**config.mk**
```make
export PLATFORM = sky130hd
export DESIGN_NAME = keyed_wdog
export DESIGN_NICKNAME = d
export VERILOG_FILES = /design/src/rtl/kwd_pkg.sv /design/src/rtl/kwd_cfg_shadow.sv /design/src/rtl/kwd_ctrl.sv /design/src/rtl/kwd_datapath.sv /design/src/rtl/keyed_wdog.sv
export SDC_FILE = /design/constraint.sdc
export NUM_CORES = 1
export LEC_CHECK = 0
export BUFFER_PORTS_ARGS = -buffer_cell sky130_fd_sc_hd__buf_2
export CAP_MARGIN = 20
export CORE_MARGIN = 4
export CORE_UTILIZATION = 33
export DETAILED_ROUTE_END_ITERATION = 10
export HOLD_SLACK_MARGIN = 0.08
export MAX_ROUTING_LAYER = met4
export SLEW_MARGIN = 20
export SYNTH_ARGS = -nofsm -noshare
export SYNTH_HDL_FRONTEND = slang
export SYNTH_SLANG_ARGS = --single-unit
```
**constraint.sdc**
```tcl
create_clock -name clk -period 3.4 [get_ports clk]
set_input_delay 0.68 -clock clk [delete_from_list [all_inputs] [get_ports clk]]
set_output_delay 0.68 -clock clk [all_outputs]
set_load 0.05 [all_outputs]
```
**src/rtl/kwd_pkg.sv**
```systemverilog
package kwd_pkg;
  localparam logic [15:0] KEY_START   = 16'hCCCC;
  localparam logic [15:0] KEY_UNLOCK  = 16'h5555;
  localparam logic [15:0] KEY_REFRESH = 16'hAAAA;

  localparam logic [1:0] ADDR_KEY  = 2'd0;
  localparam logic [1:0] ADDR_PRE  = 2'd1;
  localparam logic [1:0] ADDR_RLD  = 2'd2;
  localparam logic [1:0] ADDR_STAT = 2'd3;

  // log2 of the smallest divider (code 0 divides by 4)
  localparam int DIV_BASE_LOG2 = 2;

  typedef struct packed {
    logic run;   // counter may advance
    logic load;  // reload counter and restart prescaler phase
  } wdStrobe_t;
endpackage

```
**src/rtl/kwd_cfg_shadow.sv**
```systemverilog
module kwd_cfg_shadow #(
  parameter int W = 12,
  parameter int CYCLES = 4,
  parameter logic [W-1:0] RST_VAL = '0
) (
  input  logic         clk,
  input  logic         rst_n,
  input  logic         wrStb,
  input  logic [W-1:0] wrVal,
  output logic         busy,
  output logic [W-1:0] active
);
  localparam int CNT_W = $clog2(CYCLES + 1);

  logic [W-1:0]     pendVal;
  logic [CNT_W-1:0] busyCnt;

  always_ff @(posedge clk) begin
    if (!rst_n) begin
      pendVal <= RST_VAL;
      active  <= RST_VAL;
      busy    <= 1'b0;
      busyCnt <= '0;
    end else if (wrStb) begin
      // a new write restarts the transfer window
      pendVal <= wrVal;
      busy    <= 1'b1;
      busyCnt <= CNT_W'(CYCLES);
    end else if (busy) begin
      if (busyCnt == CNT_W'(1)) begin
        busy   <= 1'b0;
        active <= pendVal;
      end else begin
        busyCnt <= busyCnt - CNT_W'(1);
      end
    end
  end
endmodule

```
**src/rtl/kwd_ctrl.sv**
```systemverilog
module kwd_ctrl
  import kwd_pkg::*;
#(
  parameter int DATA_W = 16,
  parameter int CODE_W = 3,
  parameter int RELOAD_W = 12,
  parameter int BUSY_CYCLES = 4,
  parameter logic [RELOAD_W-1:0] RELOAD_RST = '1
) (
  input  logic                clk,
  input  logic                rst_n,
  input  logic                wrEn,
  input  logic [1:0]          wrAddr,
  input  logic [DATA_W-1:0]   wrData,
  output wdStrobe_t           strobe,
  output logic [CODE_W-1:0]   activeCode,
  output logic [RELOAD_W-1:0] activeReload,
  output logic                preBusy,
  output logic                rlBusy,
  output logic                unlocked
);
  logic running;
  logic keyWr, isStart, isUnlock, isRefresh;
  logic preWr, rldWr;

  assign keyWr     = wrEn && (wrAddr == ADDR_KEY);
  assign isStart   = keyWr && (wrData == DATA_W'(KEY_START));
  assign isUnlock  = keyWr && (wrData == DATA_W'(KEY_UNLOCK));
  assign isRefresh = keyWr && (wrData == DATA_W'(KEY_REFRESH));
  assign preWr     = wrEn && unlocked && (wrAddr == ADDR_PRE);
  assign rldWr     = wrEn && unlocked && (wrAddr == ADDR_RLD);

  always_ff @(posedge clk) begin
    if (!rst_n) begin
      running  <= 1'b0;
      unlocked <= 1'b0;
    end else begin
      if (isStart) running <= 1'b1;
      if (keyWr) unlocked <= isUnlock;
    end
  end

  always_comb begin
    strobe.run  = running;
    strobe.load = isRefresh || (isStart && !running);
  end

  kwd_cfg_shadow #(
    .W(CODE_W), .CYCLES(BUSY_CYCLES), .RST_VAL('0)
  ) u_preShadow (
    .clk(clk), .rst_n(rst_n), .wrStb(preWr),
    .wrVal(wrData[CODE_W-1:0]), .busy(preBusy), .active(activeCode)
  );

  kwd_cfg_shadow #(
    .W(RELOAD_W), .CYCLES(BUSY_CYCLES), .RST_VAL(RELOAD_RST)
  ) u_rldShadow (
    .clk(clk), .rst_n(rst_n), .wrStb(rldWr),
    .wrVal(wrData[RELOAD_W-1:0]), .busy(rlBusy), .active(activeReload)
  );
endmodule

```
**src/rtl/kwd_datapath.sv**
```systemverilog
module kwd_datapath
  import kwd_pkg::*;
#(
  parameter int CODE_W = 3,
  parameter int RELOAD_W = 12
) (
  input  logic                clk,
  input  logic                rst_n,
  input  wdStrobe_t           strobe,
  input  logic [CODE_W-1:0]   activeCode,
  input  logic [RELOAD_W-1:0] activeReload,
  output logic                wdReset
);
  localparam int DIV_W = DIV_BASE_LOG2 + (1 << CODE_W);

  logic [DIV_W-1:0]    divCnt;
  logic [DIV_W-1:0]    divLimit;
  logic [RELOAD_W-1:0] count;
  logic                tick;

  assign divLimit = (DIV_W'(1) << (activeCode + DIV_BASE_LOG2)) - DIV_W'(1);
  // ">=" covers a divider that shrinks mid-period
  assign tick = strobe.run && (divCnt >= divLimit);

  always_ff @(posedge clk) begin
    if (!rst_n) begin
      divCnt  <= '0;
      count   <= '0;
      wdReset <= 1'b0;
    end else begin
      wdReset <= 1'b0;
      if (strobe.load) begin
        divCnt <= '0;
        count  <= activeReload;
      end else if (tick) begin
        divCnt <= '0;
        if (count <= RELOAD_W'(1)) begin
          wdReset <= 1'b1;
          count   <= activeReload;
        end else begin
          count <= count - RELOAD_W'(1);
        end
      end else if (strobe.run) begin
        divCnt <= divCnt + DIV_W'(1);
      end
    end
  end
endmodule

```
**src/rtl/keyed_wdog.sv**
```systemverilog
module keyed_wdog
  import kwd_pkg::*;
#(
  parameter int DATA_W = 16,
  parameter int CODE_W = 3,
  parameter int RELOAD_W = 12,
  parameter int BUSY_CYCLES = 4
) (
  input  logic              clk,
  input  logic              rst_n,
  input  logic              wrEn,
  input  logic [1:0]        wrAddr,
  input  logic [DATA_W-1:0] wrData,
  input  logic [1:0]        rdAddr,
  output logic [DATA_W-1:0] rdData,
  output logic              wdRunning,
  output logic              wdReset
);
  wdStrobe_t           strobe;
  logic [CODE_W-1:0]   activeCode;
  logic [RELOAD_W-1:0] activeReload;
  logic                preBusy, rlBusy, isUnlocked;

  kwd_ctrl #(
    .DATA_W(DATA_W), .CODE_W(CODE_W), .RELOAD_W(RELOAD_W),
    .BUSY_CYCLES(BUSY_CYCLES), .RELOAD_RST('1)
  ) u_ctrl (
    .clk(clk), .rst_n(rst_n), .wrEn(wrEn), .wrAddr(wrAddr), .wrData(wrData),
    .strobe(strobe), .activeCode(activeCode), .activeReload(activeReload),
    .preBusy(preBusy), .rlBusy(rlBusy), .unlocked(isUnlocked)
  );

  kwd_datapath #(
    .CODE_W(CODE_W), .RELOAD_W(RELOAD_W)
  ) u_dp (
    .clk(clk), .rst_n(rst_n), .strobe(strobe),
    .activeCode(activeCode), .activeReload(activeReload), .wdReset(wdReset)
  );

  assign wdRunning = strobe.run;

  always_comb begin
    case (rdAddr)
      ADDR_PRE:  rdData = DATA_W'(activeCode);
      ADDR_RLD:  rdData = DATA_W'(activeReload);
      ADDR_STAT: rdData = DATA_W'({rlBusy, preBusy});
      default:   rdData = '0;
    endcase
  end
endmodule

```
Word-level counts from Yosys, hierarchy flattened:

Cells that the tools add are included.

* input bits: 23
* logic and storage cells: 84
* bits in registers: 63

* order comparisons: 2
* shifts and indexed selects: 1
* eq/ne operators: 12
* mux-type cells: 17
* reduce and logical (&&, ||, !) cells: 25
* add/subtract/negate cells: 6
* bitwise logic cells: 6

Operators with widths (count)
* 2-to-1 mux 12 bit: 3
* one-hot mux 12 bit (3 select lines): 1
* equality test 16 bit (second input constant): 2
* left shift 1 x 32 -> 10 bit (first input constant): 1
* 2-to-1 mux 3 bit: 6
* equality test 16 x 15 -> 1 bit (second input constant): 1
* <= comparator 12 x 1 -> 1 bit (second input constant): 1
* subtractor 12 x 1 -> 12 bit (second input constant): 1
* adder 10 x 1 -> 10 bit (second input constant): 1
* >= comparator 10 bit: 1
* subtractor 10 x 2 -> 10 bit (second input constant): 1
* logical AND 1 bit: 9
* AND reduction 2 bit: 4
* 2-to-1 mux 1 bit: 7
* equality test 2 bit (second input constant): 3
* equality test 3 x 1 -> 1 bit (second input constant): 2
* inverter 1 bit: 6
* AND reduction 3 bit: 2
* nonzero test 2 bit: 3
* OR reduction 3 bit: 2
* subtractor 3 x 1 -> 3 bit (second input constant): 2
* adder 3 x 2 -> 4 bit (second input constant): 1
* equality test 2 x 1 -> 1 bit (second input constant): 2
* inequality test 2 x 1 -> 1 bit (second input constant): 2
* 4 further kinds: 5

Depth between registers and ports, before layout:

Gate-level depths: netlist of the first run.

* depth after elaboration: 7
* gate-level depth with buffers: 16

Cells and area by module:

Synthesis of the first run repeated with hierarchy kept, for this count alone.

* cells, all modules: 402
* area total of the unflattened synthesis: 3564.7 µm²

Modules (own cells, without submodules)
* kwd_datapath: cells each 205, area an instance 1681.6 µm², instances 1
* kwd_cfg_shadow at u_ctrl.u_rldShadow: cells each 102, area an instance 1033.5 µm², instances 1
* kwd_cfg_shadow at u_ctrl.u_preShadow: cells each 47, area an instance 440.4 µm², instances 1
* kwd_ctrl: cells each 26, area an instance 236.5 µm², instances 1
* keyed_wdog: cells each 22, area an instance 172.7 µm², instances 1

Least setup slack after synthesis of the first run:

OpenSTA, ideal clock, no wires.

* kind: register -> register
* start point: reg u_ctrl.u_preShadow.active[1]
* end point: reg u_dp.count[11]
* slack: -0.179 ns
* arrival: 3.464 ns
* cell stages (with the launch flop): 16
* setup time: 0.115 ns
* path buffers: 1
* cells stage by stage: dfxtp_1 -> inv_1 -> ha_1 -> or3_1 -> ha_1 -> nor2_1 -> nor3_1 -> xnor2_1 -> ha_1 -> nand4_1 -> or3b_1 -> o221ai_1 -> nand2_1 -> clkbuf_1 -> o211a_1 -> o21a_1

* cells in the longest elaborated chain, start to end: 6

Ends and longest elaborated chain
* from (decl): RTL line kwd_cfg_shadow.sv:11 `output logic [W-1:0] active`
* from (signal assigned): RTL line kwd_cfg_shadow.sv:32 `active <= pendVal;`
* adder 3 x 2 -> 4 bit: RTL line kwd_datapath.sv:21 `assign divLimit = (DIV_W'(1) << (activeCode + DIV_BASE_LOG2)) - DIV_W'(1);`
* left shift 1 x 32 -> 10 bit: RTL line kwd_datapath.sv:21
* subtractor 10 x 2 -> 10 bit: RTL line kwd_datapath.sv:21
* >= comparator 10 bit: RTL line kwd_datapath.sv:23 `assign tick = strobe.run && (divCnt >= divLimit);`
* logical AND 1 bit: RTL line kwd_datapath.sv:23
* nonzero test 2 bit (no source line)
* to (signal assigned): RTL line kwd_datapath.sv:34 `count <= activeReload;`
* to (signal assigned): RTL line kwd_datapath.sv:39 `count <= activeReload;`
* to (signal assigned): RTL line kwd_datapath.sv:41 `count <= count - RELOAD_W'(1);`
* to (decl): RTL line kwd_datapath.sv:18 `logic [RELOAD_W-1:0] count;`

No other way between the ends.
A chain may end at the register's enable or synchronous reset.

Final worst setup path of the first run:

* start point: reg u_ctrl.u_preShadow.active[2]
* end point: reg u_dp.count[4]

Same word-level chain as after synthesis.

==> results of run 1 <==
layout by cell type (no fill, tap or decap), types with 8 or more instances in the layout:
| master | n |
|---|---|
| a21oi_1 | 22 |
| and2_1 | 12 |
| buf_2 | 36 |
| buf_4 | 19 |
| clkbuf_8 | 10 |
| dfxtp_1 | 61 |
| ha_1 | 21 |
| inv_1 | 15 |
| mux2i_1 | 9 |
| nand2_1 | 73 |
| nand3_1 | 24 |
| nand4_1 | 9 |
| nor2_1 | 33 |
| nor3_1 | 8 |
| xnor2_1 | 8 |
| xor2_1 | 8 |
logic make-up after synthesis:
logic type                 share of synthesized area
adders and majority gates                     0.0841
and+or+nand+nor                                0.302
AOI/OAI and AO/OA                              0.145
xor gates and xnor gates                      0.0392
muxes                                         0.0284
DFF                                            0.353
other                                        0.00105
buffers and inverters                         0.0470
worst paths after layout:
kind | to | cells after the start
hold / removal | u_ctrl.u_rldShadow.pendVal[8] | 2
setup reg to reg | u_dp.count[4] | 15
setup / recovery | u_dp.count[4] | 15
hold reg to reg | u_ctrl.u_rldShadow.pendVal[8] | 2
flip-flops by register name, indices dropped and copies added (netlist names):
register / cells
u_ctrl.u_rldShadow.active: 12
u_ctrl.u_rldShadow.busyCnt: 3
u_dp.wdReset: 1
u_ctrl.u_preShadow.active: 3
u_ctrl.u_rldShadow.pendVal: 12
u_ctrl.u_preShadow.busyCnt: 3
u_ctrl.running: 1
u_dp.count: 12
u_ctrl.unlocked: 1
u_dp.divCnt: 10
u_ctrl.u_preShadow.pendVal: 3
u_ctrl.u_preShadow.busy: 1
u_ctrl.u_rldShadow.busy: 1
where the power goes:
part           internal, mW  switching [mW]  total [mW]
Clock                 0.512           0.321       0.834
Sequential            0.737         0.00214       0.739
Combinational        0.0400          0.0931       0.133
Total                  1.29           0.417        1.71
per-layer routing:
layer / part of all wire / GRT usage / wire length (um)
met1: 0.47 / 0.202 / 4170
met2: 0.46 / 0.221 / 4040
met3: 0.053 / 0.0237 / 468
met4: 0.016 / 0.0617 / 138
met5: 0 / - / 0
synthesized netlist by cell type, types with 2 or more instances:
| cell | instances |
|---|---|
| xor2_1 | 8 |
| a31oi_1 | 2 |
| buf_1 | 2 |
| nand4bb_1 | 2 |
| nor4bb_1 | 6 |
| nor2_1 | 35 |
| nor4_1 | 4 |
| nor3_1 | 9 |
| a2bb2oi_1 | 2 |
| xnor2_1 | 8 |
| and3_1 | 3 |
| dfxtp_1 | 63 |
| or3_1 | 3 |
| o211ai_1 | 2 |
| o22ai_1 | 4 |
| a21oi_1 | 22 |
| o21ai_1 | 7 |
| nand4_1 | 9 |
| mux2i_1 | 9 |
| and2_1 | 12 |
| nand2b_1 | 6 |
| nand3_1 | 25 |
| inv_1 | 17 |
| buf_2 | 2 |
| nand2_1 | 75 |
| ha_1 | 24 |
| buf_4 | 4 |
| a21o_1 | 3 |
| o21ai_0 | 4 |
| clkbuf_1 | 12 |
| o211a_1 | 5 |
| o21a_1 | 7 |
| a22o_1 | 2 |
| nand4b_1 | 4 |
| a211oi_1 | 3 |
| and4b_1 | 2 |
final cells by class:
type,count,area (sq um),area share
Clock inverter,6,116,0.0268
Inverter,17,66.3,0.0153
Tap cell,136,170,0.0391
Clock buffer,10,138,0.0317
Sequential cell,63,1270,0.291
Multi-Input combinational cell,336,2260,0.519
Timing Repair Buffer,56,334,0.0769
critical path: cells and delay by family (launching register included):
kind | cells | cell delay [ns]
buf+inv | 2 | 0.20
simple gates | 5 | 1.01
fa+ha+maj | 3 | 0.69
compound gates | 4 | 0.86
xor+xnor | 1 | 0.13
flops | 1 | 0.38
timing repair:
action                     in CTS  in global routing
resized for setup               0                 22
pin swaps                       1                 14
cloned                          0                  0
setup buffers                   0                  3
setup endpoints to repair       3                 23
hold buffers                    0                  0
==> flow_metrics.tcl, run 1 <==
set metrics [dict create \
    fin_area_sq_um 4350 \
    core_area_sq_um 10400 \
    hold_viol 0 \
    cp_cell_sequence "inv_4, ha_4, or3_4, ha_4, nor2_4, nor3_2, xnor2_1, ha_1, nand4_1, or3b_1, o221ai_2, buf_4, a21oi_4, a221o_1, o31a_1" \
    track_usage 0.149 \
    drive_gt1_frac 0.209 \
    cts_buffers 9 \
    final_util 0.417 \
    worst_setup_path_end_kind "flop" \
    syn_avg_cell_area_sq_um 8.23 \
    min_period_ns 3.38 \
    io_pins 41 \
    tns_ns 0 \
    ys_seq_area_frac 0.353 \
    finalPower_mw 1.71 \
    dp_hpwl_um 6450 \
    power_leakage_nw 1.88 \
    holdCritStartpoint "u_ctrl.u_rldShadow.pendVal[8]" \
    synth_top_area_share 0.353 \
    ant_nets 0 \
    rsz0062_at_grt "yes" \
    clkLatencyLatePin_ns 0.34 \
    finalSetupViolations 0 \
    clkTransAtPathRegs_ns 0.08 \
    crit_fanout 3 \
    min_period_over_period 0.993 \
    postSynth.asyncResetShare 0 \
    route.detailed.drc 0 \
    finalNetCount 530 \
    io_buffers 36 \
    synth_edf_count 0 \
    rows 37 \
    clock_skew_ns 0.00420 \
    dpl.cell_count 605 \
    grt_pass1_wl_um 15000 \
    dp_slack_ns 0.00235 \
    cp.required_ns 3.63 \
    grt_max_degree 39 \
    antenna_found_initial 0 \
    initial_core_util 0.343 \
    n_fill_cell 1047 \
    cts_tree "yes" \
    wl_per_cell_um 14.1 \
    max-cap-violations 0 \
    worst-setup-path-type "reg -> reg" \
    synth_area_sq_um 3570 \
    whs_ns 0.474 \
    synthFlopType "dfxtp_1" \
    max_stage_delay_ns 0.40 \
    htree_levels 3 \
    critical_path_arrival_ns 3.61 \
    power.density_nw_per_um2 393 \
    synth-seq-cells 63 \
    timing.slew.headroom 0.412 \
    synth_top_cell_by_area "dfxtp_1" \
    setup_ws_ns 0.0226 \
    syn_inst 434 \
    ir_drop_v 0.000236 \
    r2r-start "u_ctrl.u_preShadow.active[2]" \
    dr.pass1.iters 4 \
    via_per_inst 5.12 \
    ys_top_cells_by_area "dfxtp_1 35%, ha_1 8.4%, nand2_1 7.9%" \
    min-delay-path-class "reg -> reg" \
    area_growth_syn_to_layout_pct 21.7 \
    synthDistinctLibCells 63 \
    status "complete, no violations" \
    max_freq_mhz 296 \
    die_x_um 112 \
    crit_path_top_delay_cell "or3b_1" \
    worstSetupStartpointType "flop" \
    cts-root-buf "clkbuf_8" \
    drt-initial-drc-count 243 \
    crit_top_cell "ha_4" \
    die_y_um 112 \
    place_congestion 0.810 \
    grt_pass1_vias 3111 \
    worstMarginPinSlew_ns 0.875 \
    r2r_slack_ns 0.02 \
    n_antenna_cell 0 \
    instances_no_fill 624 \
    clkSinkCount 63 \
    routed_wl_um 8820 \
    ctsLongestPathBuffers 2 \
    yosys_warnings 0 \
    die_area_sq_um 12500 \
    drv_slew 0 \
    critical_path.startpoint "u_ctrl.u_preShadow.active[2]" \
    placed_area_sq_um 3980 \
    overflow 0 \
    via_count 3192 \
]
Power figures use the tool's default switching activity.
==> inputs of run 2 (changes only) <==
--- a/config.mk
+++ b/config.mk
@@ -5,6 +5,7 @@
 export SDC_FILE = /design/constraint.sdc
 export NUM_CORES = 1
 export LEC_CHECK = 0
+export ABC_AREA = 1
 export BUFFER_PORTS_ARGS = -buffer_cell sky130_fd_sc_hd__buf_2
 export CAP_MARGIN = 20
 export CORE_MARGIN = 4
==> run 2 against run 1 <==
  * Core utilization is 2.4 points lower
  * Highest routed layer unchanged
  * Sequential power is 0.7% higher
  * Flip-flop and latch count stayed put
  * Worst hold slack worse by 0.012 ns
  * Largest cell class unchanged
  * Register-to-register slack better by 0.32 ns
  * Sequential share of layout area is 0.83 points lower
  * Combinational power is 11% lower
  * Area after synthesis is 7.0% higher
  * Global-route usage is 0.54 points lower
  * Synthesized cell count is 31% higher
  * Die area is 6.5% higher
==> flow_metrics.tcl, run 2 <==
set metrics [dict create \
    finalSetupViolations 0 \
    dr.pass1.iters 4 \
    min_period_ns 3.06 \
    reg2reg_depth 20 \
    grt_pass1_wl_um 14800 \
    clkTransAtPathRegs_ns 0.06 \
    track_usage 0.143 \
    crit_fanout 6 \
    switching_share 0.229 \
    io_pins 41 \
    ys_seq_area_frac 0.330 \
    dp_hpwl_um 6920 \
    cts_buffers 9 \
    cp_cell_sequence "inv_1, ha_1, inv_1, nand2_1, nor2_1, inv_1, ha_1, o21ai_1, xnor2_1, ha_1, nand2_1, nor2_1, nand3_1, nand3_1, nand2_1, inv_1, nor2_1, nor2_2, nand2_1, nand2_1" \
    rows 39 \
    worst_setup_path_end_kind "flop" \
    clkLatencyLatePin_ns 0.33 \
    synth_top_cell_by_area "dfxtp_1" \
    synth_area_sq_um 3820 \
    htree_levels 3 \
    initial_core_util 0.336 \
    worstSetupStartpointType "flop" \
    power.density_nw_per_um2 416 \
    clkSinkCount 63 \
    yosys_warnings 0 \
    synth-seq-cells 63 \
    synth.most_common_cell "nand2_1" \
    synth_edf_count 0 \
    area_growth_syn_to_layout_pct 17.0 \
    reg.largest.list "u_ctrl.u_rldShadow.active x12, u_ctrl.u_rldShadow.pendVal x12, u_dp.count x12" \
    ctsLongestPathBuffers 2 \
    cts-root-buf "clkbuf_16" \
    tns_ns 0 \
    mostFrequentLayoutCells "183 x nand2_1, 64 x inv_1, 64 x nor2_1" \
    max_freq_mhz 327 \
    setup_ws_ns 0.343 \
    dp_slack_ns 0.0943 \
    pwr-share-seq 0.401 \
    die_x_um 116 \
    p_sw_mw 0.426 \
    ir_drop_v 0.000163 \
    r2r-end "u_dp.count[8]" \
    io_buffers 36 \
    final_common_cell "nand2_1" \
    crit_path_top_delay_cell "dfxtp_1" \
    die_y_um 116 \
    clkPwrFrac 0.535 \
    ant_nets 0 \
    endpoint "u_dp.count[8]" \
    synthDistinctLibCells 34 \
    drive_gt1_frac 0.129 \
    syn_inst 569 \
    antenna_found_initial 0 \
    instances_no_fill 756 \
    synth_common_cells "183 x nand2_1, 64 x inv_1, 64 x nor2_1, 63 x dfxtp_1, 34 x nand3_1" \
    ys_top_cells_by_area "dfxtp_1 33%, nand2_1 18%, ha_1 7.9%" \
    wl_per_cell_um 11.8 \
    via_per_inst 4.74 \
    via_count 3582 \
    finalNetCount 655 \
    crit_top_cell "nand2_1" \
    r2r-start "u_ctrl.u_preShadow.active[2]" \
    drv_slew 0 \
    cts_tree "yes" \
    cts_setup_buffers 0 \
    cp.required_ns 3.67 \
    dpl.cell_count 739 \
    overflow 0 \
    hold_viol 0 \
    route.detailed.drc 0 \
    die_area_sq_um 13400 \
    critical_path.startpoint "u_ctrl.u_preShadow.active[2]" \
    critical_path_arrival_ns 3.33 \
    drt-initial-drc-count 112 \
    place_congestion 0.905 \
    syn_avg_cell_area_sq_um 6.72 \
    postSynth.asyncResetShare 0 \
    synthFlopType "dfxtp_1" \
    rsz0062_at_grt "no" \
    intPower_mw 1.43 \
    cts_hold_buf 0 \
    p_comb_frac 0.064 \
    max-cap-violations 0 \
    synth_top_area_share 0.330 \
    power_leakage_nw 2.21 \
    r2r_slack_ns 0.34 \
    clock_skew_ns 0.00694 \
    timing.slew.headroom 0.562 \
    finalPower_mw 1.86 \
    routed_wl_um 8960 \
    min_period_over_period 0.899 \
    max_stage_delay_ns 0.37 \
    min-delay-path-class "reg -> reg" \
    grt_max_degree 35 \
    n_antenna_cell 0 \
    status "complete, no violations" \
    worst-setup-path-type "reg -> reg" \
    worstMarginPinSlew_ns 0.656 \
    cts.repair.resized 0 \
    core_area_sq_um 11400 \
    grt_pass1_vias 3250 \
]
run 2: kinds of logic (layout without fill, tap and decap cells):
logic type                 Yosys count  after routing  share of synthesized area
DFF                                 63             63                      0.330
other                                1              4                   0.000981
AOI/OAI and AO/OA                   58             58                     0.0963
adders and majority gates           24             24                     0.0786
and+or+nand+nor                    323            324                      0.370
buffers and inverters               86            126                     0.0920
xor gates and xnor gates            14             14                     0.0321
run 2: worst min-delay path by stage:
stage,start,to,slack (ns),cells after the start
after detailed placement,u_ctrl.u_rldShadow.pendVal[1],u_ctrl.u_rldShadow.pendVal[1],0.45,2
after CTS,u_ctrl.u_rldShadow.pendVal[1],u_ctrl.u_rldShadow.pendVal[1],0.46,2
after global placement,u_ctrl.u_rldShadow.pendVal[6],u_ctrl.u_rldShadow.pendVal[6],0.44,2
final,u_ctrl.u_rldShadow.pendVal[6],u_ctrl.u_rldShadow.pendVal[6],0.46,2
after global routing,u_dp.count[1],u_dp.count[1],0.48,2
after floorplan,u_ctrl.u_rldShadow.pendVal[11],u_ctrl.u_rldShadow.pendVal[11],0.43,2
run 2: layer usage:
metal	GRT usage	wire length, um	up-vias
li1	-	-	1902
met1	0.176	4190	1598
met2	0.223	4150	59
met3	0.0245	298	23
met4	0.0790	321	0
met5	-	0	-
run 2: through the flow:
step	hold slack, ns	cell area (sq um)	util
floorplan	0.429	3830	-
global placement	0.441	4130	0.363
detailed placement	0.447	4130	0.363
CTS	0.462	4450	0.392
global route	0.481	4470	0.393
finish	0.463	4470	0.393
run 2: final cells by class:
cell class | instances | area (sq um)
well taps | 143 | 179
inverters | 72 | 270
repair buffers | 38 | 195
fillers | 1223 | 6900
clock buffers | 11 | 243
multi-input cells | 424 | 2240
flip-flops and latches | 63 | 1260
clock inverters | 5 | 81.3
run 2: critical path: cells and delay by family, from the launching register on:
kind,cells,cell delay [ns]
compound gates,1,0.16
simple gates,11,1.11
fa+ha+maj,3,0.81
flops,1,0.37
xor+xnor,1,0.09
buf+inv,4,0.44
run 2: power by group through the flow:
stage / clock [mW] / sequential [mW] / combinational, mW
4_1_cts: 1.02 / 0.745 / 0.119
3_3_place_gp: 0 / 0.761 / 0.118
3_5_place_dp: 0 / 0.761 / 0.119
2_1_floorplan: 0 / 0.760 / 0.0833
6_report: 0.995 / 0.744 / 0.119
5_1_grt: 1.05 / 0.744 / 0.130
